File: config.mk
export PLATFORM = sky130hd
export DESIGN_NAME = carry_chain_arith
export DESIGN_NICKNAME = d
export VERILOG_FILES = /design/src/rtl/cca_pkg.sv /design/src/rtl/cca_half.sv /design/src/rtl/cca_slice.sv /design/src/rtl/cca_sumreg.sv /design/src/rtl/carry_chain_arith.sv
export SDC_FILE = /design/constraint.sdc
export NUM_CORES = 1
export LEC_CHECK = 0
export BUFFER_PORTS_ARGS = -buffer_cell sky130_fd_sc_hd__clkbuf_2
export CAP_MARGIN = 20
export CORE_MARGIN = 4
export CORE_UTILIZATION = 47
export CTS_BUF_LIST = sky130_fd_sc_hd__clkbuf_4
export DETAILED_ROUTE_END_ITERATION = 6
export HOLD_SLACK_MARGIN = 0.03
export PLACE_DENSITY = 0.78
export SLEW_MARGIN = 5
export SYNTH_ARGS = -nofsm -noshare
export SYNTH_HDL_FRONTEND = slang
export SYNTH_SLANG_ARGS = --single-unit
File: constraint.sdc
create_clock -name clk -period 4.3 [get_ports clk]
set_clock_uncertainty 0.2 [all_clocks]
set_input_delay 0.43 -clock clk [delete_from_list [all_inputs] [get_ports clk]]
set_output_delay 0.43 -clock clk [all_outputs]
set_load 0.01 [all_outputs]
File: src/rtl/cca_pkg.sv
package cca_pkg;

   typedef enum logic {
      OPM_ADD = 1'b0,
      OPM_MUL = 1'b1
   } opmode_e;

   // Lookup inputs of one bit position.
   // Add mode: pa = A[i], pb = B[i].
   // Multiply mode: pa = A[m], pb = B[n+1], qa = A[m+1], qb = B[n].
   typedef struct packed {
      logic pa;
      logic pb;
      logic qa;
      logic qb;
   } lk_t;

endpackage

File: src/rtl/cca_half.sv
module cca_half
   import cca_pkg::*;
#(
   parameter bit FORCE_PROP = 1'b0
) (
   input  opmode_e mode,
   input  lk_t     lk,
   input  logic    cy_in,
   output logic    sum_o,
   output logic    cy_out
);

   logic half_sum;
   logic mult_and;
   logic gen;
   logic sel;

   // lookup function and the dedicated partial-product AND
   always_comb begin
      mult_and = lk.pa & lk.pb;
      if (mode == OPM_MUL) begin
         half_sum = mult_and ^ (lk.qa & lk.qb);
         gen      = mult_and;
      end else begin
         half_sum = lk.pa ^ lk.pb;
         gen      = lk.pa;
      end
   end

   // carry-mux select source is fixed by configuration
   generate
      if (FORCE_PROP) begin : g_sel_const
         assign sel = 1'b1;
      end else begin : g_sel_lut
         assign sel = half_sum;
      end
   endgenerate

   assign cy_out = sel ? cy_in : gen;
   assign sum_o  = half_sum ^ cy_in;

endmodule

File: src/rtl/cca_slice.sv
module cca_slice
   import cca_pkg::*;
#(
   parameter bit FORCE_LO = 1'b0,
   parameter bit FORCE_HI = 1'b0
) (
   input  logic       clk,
   input  logic       rst_n,
   input  opmode_e    mode,
   input  lk_t        lk_lo,
   input  lk_t        lk_hi,
   input  logic       cin,
   output logic [1:0] sum,
   output logic       cout
);

   logic cy_mid;

   cca_half #(.FORCE_PROP(FORCE_LO)) u_lo (
      .mode   (mode),
      .lk     (lk_lo),
      .cy_in  (cin),
      .sum_o  (sum[0]),
      .cy_out (cy_mid)
   );

   cca_half #(.FORCE_PROP(FORCE_HI)) u_hi (
      .mode   (mode),
      .lk     (lk_hi),
      .cy_in  (cy_mid),
      .sum_o  (sum[1]),
      .cy_out (cout)
   );

   generate
      if (!FORCE_LO && !FORCE_HI) begin : g_chk
         // the two-bit slice behaves as a 2-bit adder with carry
         r1_slice_add_chk: assert property (@(posedge clk) disable iff (!rst_n)
            (mode == OPM_ADD) |->
            ({cout, sum} == ({2'b0, lk_lo.pa} + {2'b0, lk_lo.pb} + {2'b0, cin}
                           + {1'b0, lk_hi.pa, 1'b0} + {1'b0, lk_hi.pb, 1'b0})));

         r4_slice_mul_chk: assert property (@(posedge clk) disable iff (!rst_n)
            (mode == OPM_MUL) |->
            ({cout, sum} == ({2'b0, lk_lo.pa & lk_lo.pb} + {2'b0, lk_lo.qa & lk_lo.qb}
                           + {2'b0, cin}
                           + {1'b0, lk_hi.pa & lk_hi.pb, 1'b0}
                           + {1'b0, lk_hi.qa & lk_hi.qb, 1'b0})));
      end
   endgenerate

endmodule

File: src/rtl/cca_sumreg.sv
module cca_sumreg #(
   parameter int WIDTH   = 8,
   parameter bit REG_OUT = 1'b1
) (
   input  logic             clk,
   input  logic             rst_n,
   input  logic [WIDTH-1:0] d,
   output logic [WIDTH-1:0] q
);

   generate
      if (REG_OUT) begin : g_reg
         always_ff @(posedge clk) begin
            if (!rst_n) q <= '0;
            else        q <= d;
         end


         r6_capture_chk: assert property (@(posedge clk) disable iff (!rst_n)
            rst_n |=> (q == $past(d)));

         r7_reset_clear_chk: assert property (@(posedge clk)
            !rst_n |=> (q == '0));
      end else begin : g_thru
         assign q = d;
      end
   endgenerate

endmodule

File: src/rtl/carry_chain_arith.sv
module carry_chain_arith
   import cca_pkg::*;
#(
   parameter int               WIDTH           = 8,
   parameter bit               REG_OUT         = 1'b1,
   parameter logic [WIDTH-1:0] FORCE_PROP_MASK = '0
) (
   input  logic             clk,
   input  logic             rst_n,
   input  logic             mode,
   input  logic [WIDTH-1:0] opa,
   input  logic [WIDTH-1:0] opb,
   input  logic             cin,
   output logic [WIDTH-1:0] sum_comb,
   output logic [WIDTH-1:0] sum_q,
   output logic             cout
);

   localparam int NSLICE = WIDTH / 2;

   generate
      if (WIDTH < 2) begin : g_bad_width
         $error("carry_chain_arith: WIDTH must be at least 2");
      end
      if ((WIDTH % 2) != 0) begin : g_bad_parity
         $error("carry_chain_arith: WIDTH must be even (two bits per slice)");
      end
   endgenerate

   opmode_e          mode_e;
   lk_t              lk [WIDTH];
   logic [NSLICE:0]  cy;

   assign mode_e = opmode_e'(mode);
   assign cy[0]  = cin;

   // lookup input routing per bit position
   generate
      for (genvar i = 0; i < WIDTH; i++) begin : g_bit
         logic a_below;
         if (i == 0) begin : g_first
            assign a_below = 1'b0;
         end else begin : g_rest
            assign a_below = opa[i-1];
         end
         always_comb begin
            if (mode_e == OPM_MUL) begin
               lk[i].pa = a_below;
               lk[i].pb = opb[1];
            end else begin
               lk[i].pa = opa[i];
               lk[i].pb = opb[i];
            end
            lk[i].qa = opa[i];
            lk[i].qb = opb[0];
         end
      end
   endgenerate

   // ripple of two-bit slices
   generate
      for (genvar s = 0; s < NSLICE; s++) begin : g_slice
         cca_slice #(
            .FORCE_LO (FORCE_PROP_MASK[2*s]),
            .FORCE_HI (FORCE_PROP_MASK[2*s+1])
         ) u_slice (
            .clk   (clk),
            .rst_n (rst_n),
            .mode  (mode_e),
            .lk_lo (lk[2*s]),
            .lk_hi (lk[2*s+1]),
            .cin   (cy[s]),
            .sum   (sum_comb[2*s+1:2*s]),
            .cout  (cy[s+1])
         );
      end
   endgenerate

   assign cout = cy[NSLICE];

   cca_sumreg #(
      .WIDTH   (WIDTH),
      .REG_OUT (REG_OUT)
   ) u_sumreg (
      .clk   (clk),
      .rst_n (rst_n),
      .d     (sum_comb),
      .q     (sum_q)
   );

   generate
      if (FORCE_PROP_MASK == '0) begin : g_chk

         r1_add_result_chk: assert property (@(posedge clk) disable iff (!rst_n)
            (mode == 1'b0) |->
            ({cout, sum_comb} == ({1'b0, opa} + {1'b0, opb} + {{WIDTH{1'b0}}, cin})));

         r4_mul_row_chk: assert property (@(posedge clk) disable iff (!rst_n)
            (mode == 1'b1) |->
            ({cout, sum_comb} == ({1'b0, opa & {WIDTH{opb[0]}}}
                                + {1'b0, (opa << 1) & {WIDTH{opb[1]}}}
                                + {{WIDTH{1'b0}}, cin})));
      end
   endgenerate

endmodule

==> impl_metrics.yaml <==
setup_path:
  crit_fanout: 25
  crit_path_max_incr_delay_ns: 0.37
  crit_family: "compound AO/OA/AOI/OAI gates"
  start_kind: "input pin"
  worstSetupEndpointType: "output port"
  arrival_ns: 3.18
  path_cells: "clkbuf_2 > buf_4 > o21ai_0 > ha_1 > and4_1 > a211o_1 > a21o_1 > o31a_1 > o31a_1 > a211oi_2 > a311o_1 > clkbuf_2"
  worstPathRequired_ns: 3.67
  critPathBufInv: 3
  crit_type: "in -> out"
  crit_slowest_cell: "o31a_1"
timing:
  slew_headroom_pct: 75.9
  max_freq_mhz: 262
  post-route-period-util_pct: 88.7
  fin_ws_ns: 0.487
  tns_ns: 0
  hold_viol_final: 0
  worst_pin_slew_ns: 0.361
  setup_viol: 0
  rsz0062_at_grt: "no"
  fin_crit_ns: 3.81
  hold_slack_ns: 0.294
  maxSlewViolCount: 0
synth:
  ys_seq_elements: 8
  yosysSeqAreaShare_pct: 14.1
  synth_ff_type: "dfxtp_1"
  ys_warn_count: 0
  synth_area_per_cell_um2: 7.47
  syn_area_um2: 1140
  syn_inst: 152
  synth_edf_count: 0
  async_flop_share_pct: 0
  ys_types: 43
  synthesis.nets: 180
detailed_routing:
  initialDrtViolationCount: 24
  via_count: 1089
  drt_pass1_iterations: 4
  via_per_inst: 5.26
  wl_um: 2430
  ant_nets: 0
  wl_per_cell_um: 11.7
  route.detailed.drc: 0
clock_network:
  cts_tree: "done"
  path_clk_slew_ns: 0.05
  cts.repair.resized: 0
  cts_buffers: 3
  cts.sinks: 8
  cts_root_buf: "clkbuf_4"
  cts-hold-fix-buffers: 0
  h-tree-depth: 1
  clockBufferDepth: 2
  postCtsSetupBuffers: 0
layout:
  final_nets: 209
  largest_register: "u_sumreg.q"
  reg_top3: "u_sumreg.q: 8 flops"
  antennaDiodeCount: 0
  largest_reg_flops: 8
  area_growth_syn_to_layout_pct: 14.9
  layout-drive-gt1-share_pct: 30.2
  final_design_area_no_fill_um2: 1310
placement:
  place_ws_ns: 0.505
  placed_cell_area_um2: 1280
  hpwl_um: 2020
  portBuffers: 36
  gp_congestion: 0.791
grt:
  grt_pass1_vias: 945
  grt_usage_pct: 15.0
  overflow: 0
  grt_pass1_wl_um: 4020
  antenna_found_initial: 0
  grt_max_degree: 26
pwr:
  irDropWorstVdd_v: 0.000153
  p_per_area_nw_per_um2: 271
  power.total_uw: 354
  leakage_nw: 0.661
floorplanning:
  core_area_um2: 2250
  die_y_um: 57.2
  ios: 37
  num_rows: 17
  die_w_um: 57.2
  initial_core_util_pct: 50.4
  dieArea_um2: 3270
flow_run:
  maxCapViolations: 0
min_path:
  hp-class: "in -> reg"
run_status:
  run_status: "finished, final reports clean"
-- layer usage --
metal	global-route usage, %	up-vias	routed length (µm)
li1	-	581	-
met1	20.3	480	1160
met2	23.5	24	1120
met3	2.04	4	123
met4	6.95	0	21
met5	0	-	0
-- synth_stat cells (4+ instances only) --
library cell / count / share of area [%]
nor2b_1: 6 / 3.3
buf_2: 4 / 1.8
dfxtp_1: 8 / 14
and2_1: 8 / 4.4
nand2_1: 12 / 4.0
xnor2_1: 5 / 3.9
mux2_2: 7 / 6.9
nor2_1: 12 / 4.0
buf_4: 8 / 5.3
o21ai_0: 10 / 4.4
ha_1: 8 / 8.8
xor2_1: 6 / 4.6
a21oi_1: 7 / 3.1
inv_1: 9 / 3.0
-- cells in the final DEF (no fill, tap or decap), types with 2 or more instances in the layout --
cell type and n:
mux2i_1 2, a21bo_2 2, and3_1 2, inv_1 9
o21a_1 3, mux2_2 7, ha_1 8, a211o_1 2
clkbuf_4 3, clkbuf_2 36, o21ai_0 10, buf_4 3
nor2_1 12, dfxtp_1 8, a31oi_1 3, nand3b_1 2
and2_1 8, a21oi_1 7, o21ai_1 2, a21o_1 2
xnor2_1 5, xor2_1 6, nand2_1 12, o31a_1 2
nor2b_1 6
-- power by group --
group          leakage, nW  internal [mW]  total [mW]  switching, mW
Clock               0.0138         0.0318      0.0556         0.0237
Sequential          0.0667         0.0870      0.0901        0.00304
Combinational        0.581         0.0964       0.208          0.112
Total                0.661          0.215       0.354          0.139
-- metrics by stage --
step	utilization, %	cells
3_3_place_gp	56.9	204
6_report	57.9	207
3_5_place_dp	56.9	204
5_1_grt	57.9	207
2_1_floorplan	-	152
4_1_cts	57.9	207
-- cell families after synthesis --
| kind of cell | share of synthesized area, % |
|---|---|
| AO/OA/AOI/OAI | 25.3 |
| XOR/XNOR | 9.91 |
| adder cells (fa/ha/maj) | 8.81 |
| buffers and inverters | 11.0 |
| flip-flops | 14.1 |
| multiplexers | 8.70 |
| AND/OR/NAND/NOR | 22.1 |
-- path summary, 6_finish.rpt --
check                      endpoint  slack [ns]  cells after the start   from
worst max-delay path           cout        0.49                     12   mode
worst min-delay path  u_sumreg.q[6]        0.29                      3  rst_n
-- cell type report --
type / instances / area [µm²]
timing repair buffer: 39 / 203
fill: 226 / 950
inverter: 9 / 33.8
clock buffer: 3 / 22.5
multi-input combinational: 120 / 851
sequential: 8 / 160
tap: 28 / 35.0
No activity file was read; power rests on OpenSTA's default activity.
